$ cat config.mk
export PLATFORM = sky130hd
export DESIGN_NAME = adc_sequencer
export DESIGN_NICKNAME = d
export VERILOG_FILES = /design/src/rtl/adc_seq_pkg.sv /design/src/rtl/adc_seq_ctrl.sv /design/src/rtl/adc_seq_dp.sv /design/src/rtl/adc_sequencer.sv
export SDC_FILE = /design/constraint.sdc
export NUM_CORES = 1
export LEC_CHECK = 0
export CORE_MARGIN = 10
export CORE_UTILIZATION = 34
export CTS_BUF_LIST = sky130_fd_sc_hd__clkbuf_16
export DETAILED_ROUTE_END_ITERATION = 16
export DONT_BUFFER_PORTS = 1
export SYNTH_ARGS = -nofsm -noshare
export SYNTH_HDL_FRONTEND = slang
export SYNTH_SLANG_ARGS = --single-unit
$ cat constraint.sdc
create_clock -name clk -period 2 [get_ports clk]
set_input_delay 0.5 -clock clk [delete_from_list [all_inputs] [get_ports clk]]
set_output_delay 0.5 -clock clk [all_outputs]
set_load 0.1 [all_outputs]
$ cat src/rtl/adc_seq_pkg.sv
package adc_seq_pkg;
  localparam int SAMPLE_W = 16;

  typedef enum logic [2:0] {
    ST_IDLE, ST_START, ST_WAIT, ST_READ1, ST_READ2, ST_SEND_HI, ST_SEND_LO
  } seqState_t;

  typedef struct packed {
    logic capture;   // latch converter data
    logic advance;   // step channel address
    logic sendHi;    // present upper byte
  } dpCtl_t;
endpackage

$ cat src/rtl/adc_seq_ctrl.sv
module adc_seq_ctrl
  import adc_seq_pkg::*;
(
  input  logic   clk,
  input  logic   rstN,
  input  logic   startMode,
  input  logic   doneMode,
  input  logic   convReq,
  input  logic   timerTick,
  input  logic   doneTrig,
  input  logic   adcReady,
  input  logic   txReady,
  output logic   adcStart,
  output logic   adcRead,
  output logic   txValid,
  output logic   overrun,
  output dpCtl_t ctl
);
  seqState_t state, stateNext;
  logic startEvt, doneEvt, overrunQ;

  assign startEvt = startMode ? timerTick : convReq;
  assign doneEvt  = doneMode  ? doneTrig  : adcReady;

  always_comb begin
    stateNext = state;
    unique case (state)
      ST_IDLE:    if (startEvt) stateNext = ST_START;
      ST_START:   stateNext = ST_WAIT;
      ST_WAIT:    if (doneEvt) stateNext = ST_READ1;
      ST_READ1:   stateNext = ST_READ2;
      ST_READ2:   stateNext = ST_SEND_HI;
      ST_SEND_HI: if (txReady) stateNext = ST_SEND_LO;
      ST_SEND_LO: if (txReady) stateNext = ST_IDLE;
      default:    stateNext = ST_IDLE;
    endcase
  end

  always_ff @(posedge clk) begin
    if (!rstN) begin
      state    <= ST_IDLE;
      overrunQ <= 1'b0;
    end else begin
      state <= stateNext;
      if (startEvt && state != ST_IDLE) overrunQ <= 1'b1;
    end
  end

  assign adcStart    = (state == ST_START);
  assign adcRead     = (state == ST_READ1) || (state == ST_READ2);
  assign txValid     = (state == ST_SEND_HI) || (state == ST_SEND_LO);
  assign overrun     = overrunQ;
  assign ctl.capture = (state == ST_READ2);
  assign ctl.advance = (state == ST_READ2);
  assign ctl.sendHi  = (state == ST_SEND_HI);

  a_r2_start_one_clock: assert property (@(posedge clk) disable iff (!rstN)
    adcStart |=> !adcStart);
  a_r6_read_two_first: assert property (@(posedge clk) disable iff (!rstN)
    $rose(adcRead) |=> adcRead);
  a_r6_read_two_end: assert property (@(posedge clk) disable iff (!rstN)
    (adcRead && $past(adcRead)) |=> !adcRead);
  a_r8_overrun_sticky: assert property (@(posedge clk) disable iff (!rstN)
    overrun |=> overrun);
  a_r8_no_start_busy: assert property (@(posedge clk) disable iff (!rstN)
    (startEvt && !adcStart && !adcRead && !txValid && state == ST_WAIT) |=> !adcStart);
  a_r7_hold_valid: assert property (@(posedge clk) disable iff (!rstN)
    (txValid && !txReady) |=> txValid);
endmodule

$ cat src/rtl/adc_seq_dp.sv
module adc_seq_dp
  import adc_seq_pkg::*;
#(
  parameter int DATA_W = 16,
  parameter int ADDR_W = 8
) (
  input  logic              clk,
  input  logic              rstN,
  input  dpCtl_t            ctl,
  input  logic [DATA_W-1:0] adcData,
  input  logic              loadAddr,
  input  logic [ADDR_W-1:0] startAddr,
  output logic [ADDR_W-1:0] chanAddr,
  output logic [7:0]        txData
);
  localparam int PAD_W = SAMPLE_W - DATA_W;

  logic [SAMPLE_W-1:0] sampleExt, sampleQ;
  logic [ADDR_W-1:0]   addrQ;

  generate
    if (PAD_W > 0) begin : gPad
      assign sampleExt = {{PAD_W{1'b0}}, adcData};
    end else begin : gFull
      assign sampleExt = adcData;
    end
  endgenerate

  always_ff @(posedge clk) begin
    if (!rstN) begin
      sampleQ <= '0;
      addrQ   <= '0;
    end else begin
      if (ctl.capture) sampleQ <= sampleExt;
      if (loadAddr)         addrQ <= startAddr;
      else if (ctl.advance) addrQ <= addrQ + 1'b1;
    end
  end

  assign chanAddr = addrQ;
  assign txData   = ctl.sendHi ? sampleQ[15:8] : sampleQ[7:0];

  a_r9_wrap: assert property (@(posedge clk) disable iff (!rstN)
    (ctl.advance && !loadAddr && addrQ == '1) |=> addrQ == '0);
  a_r9_load_wins: assert property (@(posedge clk) disable iff (!rstN)
    loadAddr |=> addrQ == $past(startAddr));
  a_r7_byte_stable: assert property (@(posedge clk) disable iff (!rstN)
    (ctl.sendHi && !ctl.capture) |=> $stable(sampleQ));
endmodule

$ cat src/rtl/adc_sequencer.sv
module adc_sequencer
  import adc_seq_pkg::*;
#(
  parameter int DATA_W = 16,
  parameter int ADDR_W = 8
) (
  input  logic              clk,
  input  logic              rstN,
  input  logic              startMode,
  input  logic              doneMode,
  input  logic              convReq,
  input  logic              timerTick,
  input  logic              doneTrig,
  input  logic              adcReady,
  input  logic [DATA_W-1:0] adcData,
  output logic              adcStart,
  output logic              adcRead,
  input  logic              loadAddr,
  input  logic [ADDR_W-1:0] startAddr,
  output logic [ADDR_W-1:0] chanAddr,
  output logic [7:0]        txData,
  output logic              txValid,
  input  logic              txReady,
  output logic              overrun
);
  dpCtl_t ctl;

  adc_seq_ctrl uCtrl (
    .clk(clk), .rstN(rstN), .startMode(startMode), .doneMode(doneMode),
    .convReq(convReq), .timerTick(timerTick), .doneTrig(doneTrig),
    .adcReady(adcReady), .txReady(txReady), .adcStart(adcStart),
    .adcRead(adcRead), .txValid(txValid), .overrun(overrun), .ctl(ctl)
  );

  adc_seq_dp #(.DATA_W(DATA_W), .ADDR_W(ADDR_W)) uDp (
    .clk(clk), .rstN(rstN), .ctl(ctl), .adcData(adcData),
    .loadAddr(loadAddr), .startAddr(startAddr), .chanAddr(chanAddr),
    .txData(txData)
  );

  a_r7_tx_hold: assert property (@(posedge clk) disable iff (!rstN)
    (txValid && !txReady) |=> (txValid && $stable(txData)));
endmodule

==> results_dict.tcl <==
set metrics [dict create \
    launch_point_of_the_worst_path "uCtrl.state[0]" \
    min_period_ns 1.94 \
    synth_edf_count 0 \
    clock_sinks 28 \
    timing.critical_path.to_type "output port" \
    ff_latch_area_sq_um 561 \
    layout.nets 216 \
    cp.required_ns 1.50 \
    netlist-cell-type-count 30 \
    finalHoldViolations 0 \
    report.final.setup_viol 0 \
    power_density_nw_per_um2 1140 \
    place_area_sq_um 1680 \
    design.die.area_sq_um 6850 \
    first_pass_iteration_count_of_the_detailed_router 4 \
    timing.final.crit_share_pct 96.8 \
    min_delay_path_depth 2 \
    critical_path.max_fanout 5 \
    first_pass_grt_wire_length_mm 5.77 \
    worst_path_max_delay_cell "sky130_fd_sc_hd__dfxtp_1" \
    port_buffers 0 \
    first_global_vias 1206 \
    worstPathArrival_ns 1.44 \
    post-cts-setup-buffers 0 \
    fin_skew_ns 0.00402 \
    root_buffer "sky130_fd_sc_hd__clkbuf_16" \
    worstRegToRegCells 6 \
    p_leak_uw 0.000713 \
    n_antenna_cell 0 \
    hold_slack_ns 0.361 \
    number_of_buffers_inserted_during_clock_tree_synthesis 3 \
    initial_drc_count 43 \
    tritoncts_clock_tree "yes" \
    post_synth_top_area_cell "sky130_fd_sc_hd__dfxtp_1" \
    synth_area_leaders "sky130_fd_sc_hd__dfxtp_1 42%, sky130_fd_sc_hd__nand2_1 11%, sky130_fd_sc_hd__a21oi_1 8.2%, sky130_fd_sc_hd__mux2_2 6.7%, sky130_fd_sc_hd__xnor2_1 2.6%" \
    post_synthesis_instance_total 160 \
    critPathKind "flip-flop to output port" \
    cap_violations 0 \
    setup.worst_path.end "txData[3]" \
    floorplan.die.width_um 82.8 \
    yosys_register_bits 28 \
    crit-reg2reg-capture "uDp.chanAddr[5]" \
    max_freq_mhz 517 \
    nFillCells 373 \
    grt.met3_usage_pct 7.11 \
    finalWeightedCongestion 0.754 \
    wl_per_cell_um 15.9 \
    gr-usage-met2_pct 18.1 \
    cp_cell_sequence "nor2b_4, nand2_2, mux2_2, buf_12" \
    layout-drive-gt1-share_pct 26.1 \
    synth-main-ff-cell "sky130_fd_sc_hd__dfxtp_1" \
    num_rows 22 \
    drc 0 \
    run_status "finished clean" \
    area_growth_syn_to_layout_pct 34.4 \
    i_o_pin_cnt 54 \
    die_h_um 82.8 \
    worst_pin_slew_ns 0.651 \
    post_drt_via_cell_ratio 5.03 \
    final_cell_area_sq_um 1800 \
    slew_viol_final 0 \
    drtAntennaViolNets 0 \
    clock_pin_slew_of_the_registers_on_the_worst_case_setup_and_hold_paths_ns 0.07 \
    max-slew-margin-rel_pct 56.6 \
    post-dp-hpwl_mm 2.77 \
    async_reset_ff_share_pct 0 \
    hold_class "primary input to flip-flop" \
    globalRouteMet1Util_pct 10.9 \
    grt_max_degree 23 \
    global_routing_s_busiest_layer "met2" \
    wirelength_mm 3.62 \
    launching_point_of_the_worst_reg2reg_path "uCtrl.state[1]" \
    grt_overflow 0 \
    synth_fp_nets 195 \
    maximum_clock_path_buffer_count 2 \
    share_of_yosys_cell_area_claimed_by_the_top_area_cell_type_pct 41.8 \
    initial_utilization_pct 35.8 \
    cts-htree-levels 1 \
    mean_area_per_synthesized_cell_sq_um 8.38 \
    ys_warn_count 0 \
    clock_insertion_delay_worst_skew_ns 0.26 \
    antenna_found_initial 0 \
    grt_use_total_pct 10.8 \
    post-place-ws_ns 0.147 \
    multi_input_area_sq_um 734 \
    portion_of_the_post_synthesis_area_used_by_sequential_elements_pct 41.8 \
    slowest_delay_ns 0.34 \
    category_of_the_worst_setup_path_launch_point "flip-flop" \
    core_region_area_sq_um 3740 \
    vdd.ir_drop.worst_mv 0.487 \
    netlist_area_sq_um 1340 \
    minimum_setup_slack_among_reg_to_reg_paths_ns 0.28 \
    num_vias 1147 \
    timing.final.ws_setup_ns 0.0639 \
]
[flip-flops by register name (all words and copies together), names as in the netlist]
register,flops
uCtrl.overrun,1
uCtrl.state,3
uDp.chanAddr,8
uDp.sampleQ,16
[routing by layer]
layer / vias up / share of wire, %
met1: 524 / 37
met5: - / 0
met4: 0 / 0.83
met3: 5 / 13
met2: 35 / 49
li1: 583 / -
[Yosys cell counts, drive strengths merged (4+ instances only)]
| library cell | number |
|---|---|
| xnor2 | 4 |
| mux2 | 8 |
| xor2 | 4 |
| a21oi | 22 |
| o21ai | 6 |
| nor2 | 8 |
| nand2 | 40 |
| buf | 7 |
| dfxtp | 28 |
| clkbuf | 4 |
[worst min path at each step]
stage / startpoint / endpoint
after floorplan: uDp.sampleQ[0] / uDp.sampleQ[0]
final: adcData[2] / uDp.sampleQ[2]
after detailed placement: uDp.sampleQ[10] / uDp.sampleQ[10]
after global placement: uDp.sampleQ[2] / uDp.sampleQ[2]
after global routing: rstN / uDp.chanAddr[6]
after CTS: adcData[7] / uDp.sampleQ[7]
[stage by stage]
step / power [uW] / std cells / setup TNS [ns] / utilization, %
final: 2050 / 228 / 0 / 48.1
after global routing: 2150 / 228 / -0.00744 / 48.1
after CTS: 2050 / 228 / 0 / 47.9
after detailed placement: 1450 / 223 / 0 / 44.8
after global placement: 1430 / 223 / 0 / 44.8
after floorplan: 1240 / 160 / 0 / -
[cell type report]
type / instances / area share (%)
clock buffers: 3 / 4.17
clock inverters: 1 / 1.67
inverters: 2 / 0.417
multi-input cells: 120 / 40.8
flip-flops and latches: 28 / 31.1
well taps: 48 / 3.34
repair buffers: 26 / 18.5
[critical path: cells and delay by family (launching register included)]
kind          cells  cell delay, ns
buf+inv           1            0.17
simple gates      2            0.33
mux               1            0.33
flops             1            0.34
[timing repair]
item	4_1_cts	5_1_grt
endpoints found under the hold margin	0	0
setup endpoints to repair	8	8
pin swaps	1	0
hold buffers	0	0
gates cloned	1	0
resized for setup	3	2
[layout by cell type, fill, tap and decap left out, drive strengths merged]
master | netlist | final
a211oi | 1 | 1
a21o | 1 | 1
a21oi | 22 | 22
a22oi | 1 | 1
a311oi | 2 | 2
a41oi | 1 | 1
and2 | 1 | 1
and3 | 1 | 1
buf | 7 | 26
bufinv | 0 | 1
clkbuf | 4 | 3
dfxtp | 28 | 28
ha | 1 | 1
inv | 2 | 2
mux2 | 8 | 8
mux2i | 3 | 3
nand2 | 40 | 41
nand3 | 2 | 2
nand3b | 1 | 1
nand4 | 3 | 3
nor2 | 8 | 8
nor2b | 3 | 3
nor3 | 3 | 3
nor3b | 2 | 2
o21ai | 6 | 6
or3b | 1 | 1
xnor2 | 4 | 4
xor2 | 4 | 4
[report_power, final]
| group | total [uW] | leakage [uW] | switching, uW | internal [uW] |
|---|---|---|---|---|
| clock | 588 | 0.0000511 | 190 | 399 |
| combinational | 806 | 0.000434 | 537 | 270 |
| sequential | 654 | 0.000228 | 40.2 | 614 |
| total | 2050 | 0.000713 | 767 | 1280 |
[logic make-up (layout without fill, tap and decap cells)]
family / count (synthesis) / after routing / share of synthesized area [%]
AOI/OAI and AO/OA: 34 / 34 / 14.1
adders and majority gates: 1 / 1 / 0.934
buffers and inverters: 13 / 32 / 5.88
muxes: 11 / 11 / 8.96
DFF: 28 / 28 / 41.8
xor gates and xnor gates: 8 / 8 / 5.23
and+or+nand+nor: 65 / 66 / 23.1
Note: power is estimated with default switching activity, not from simulation.
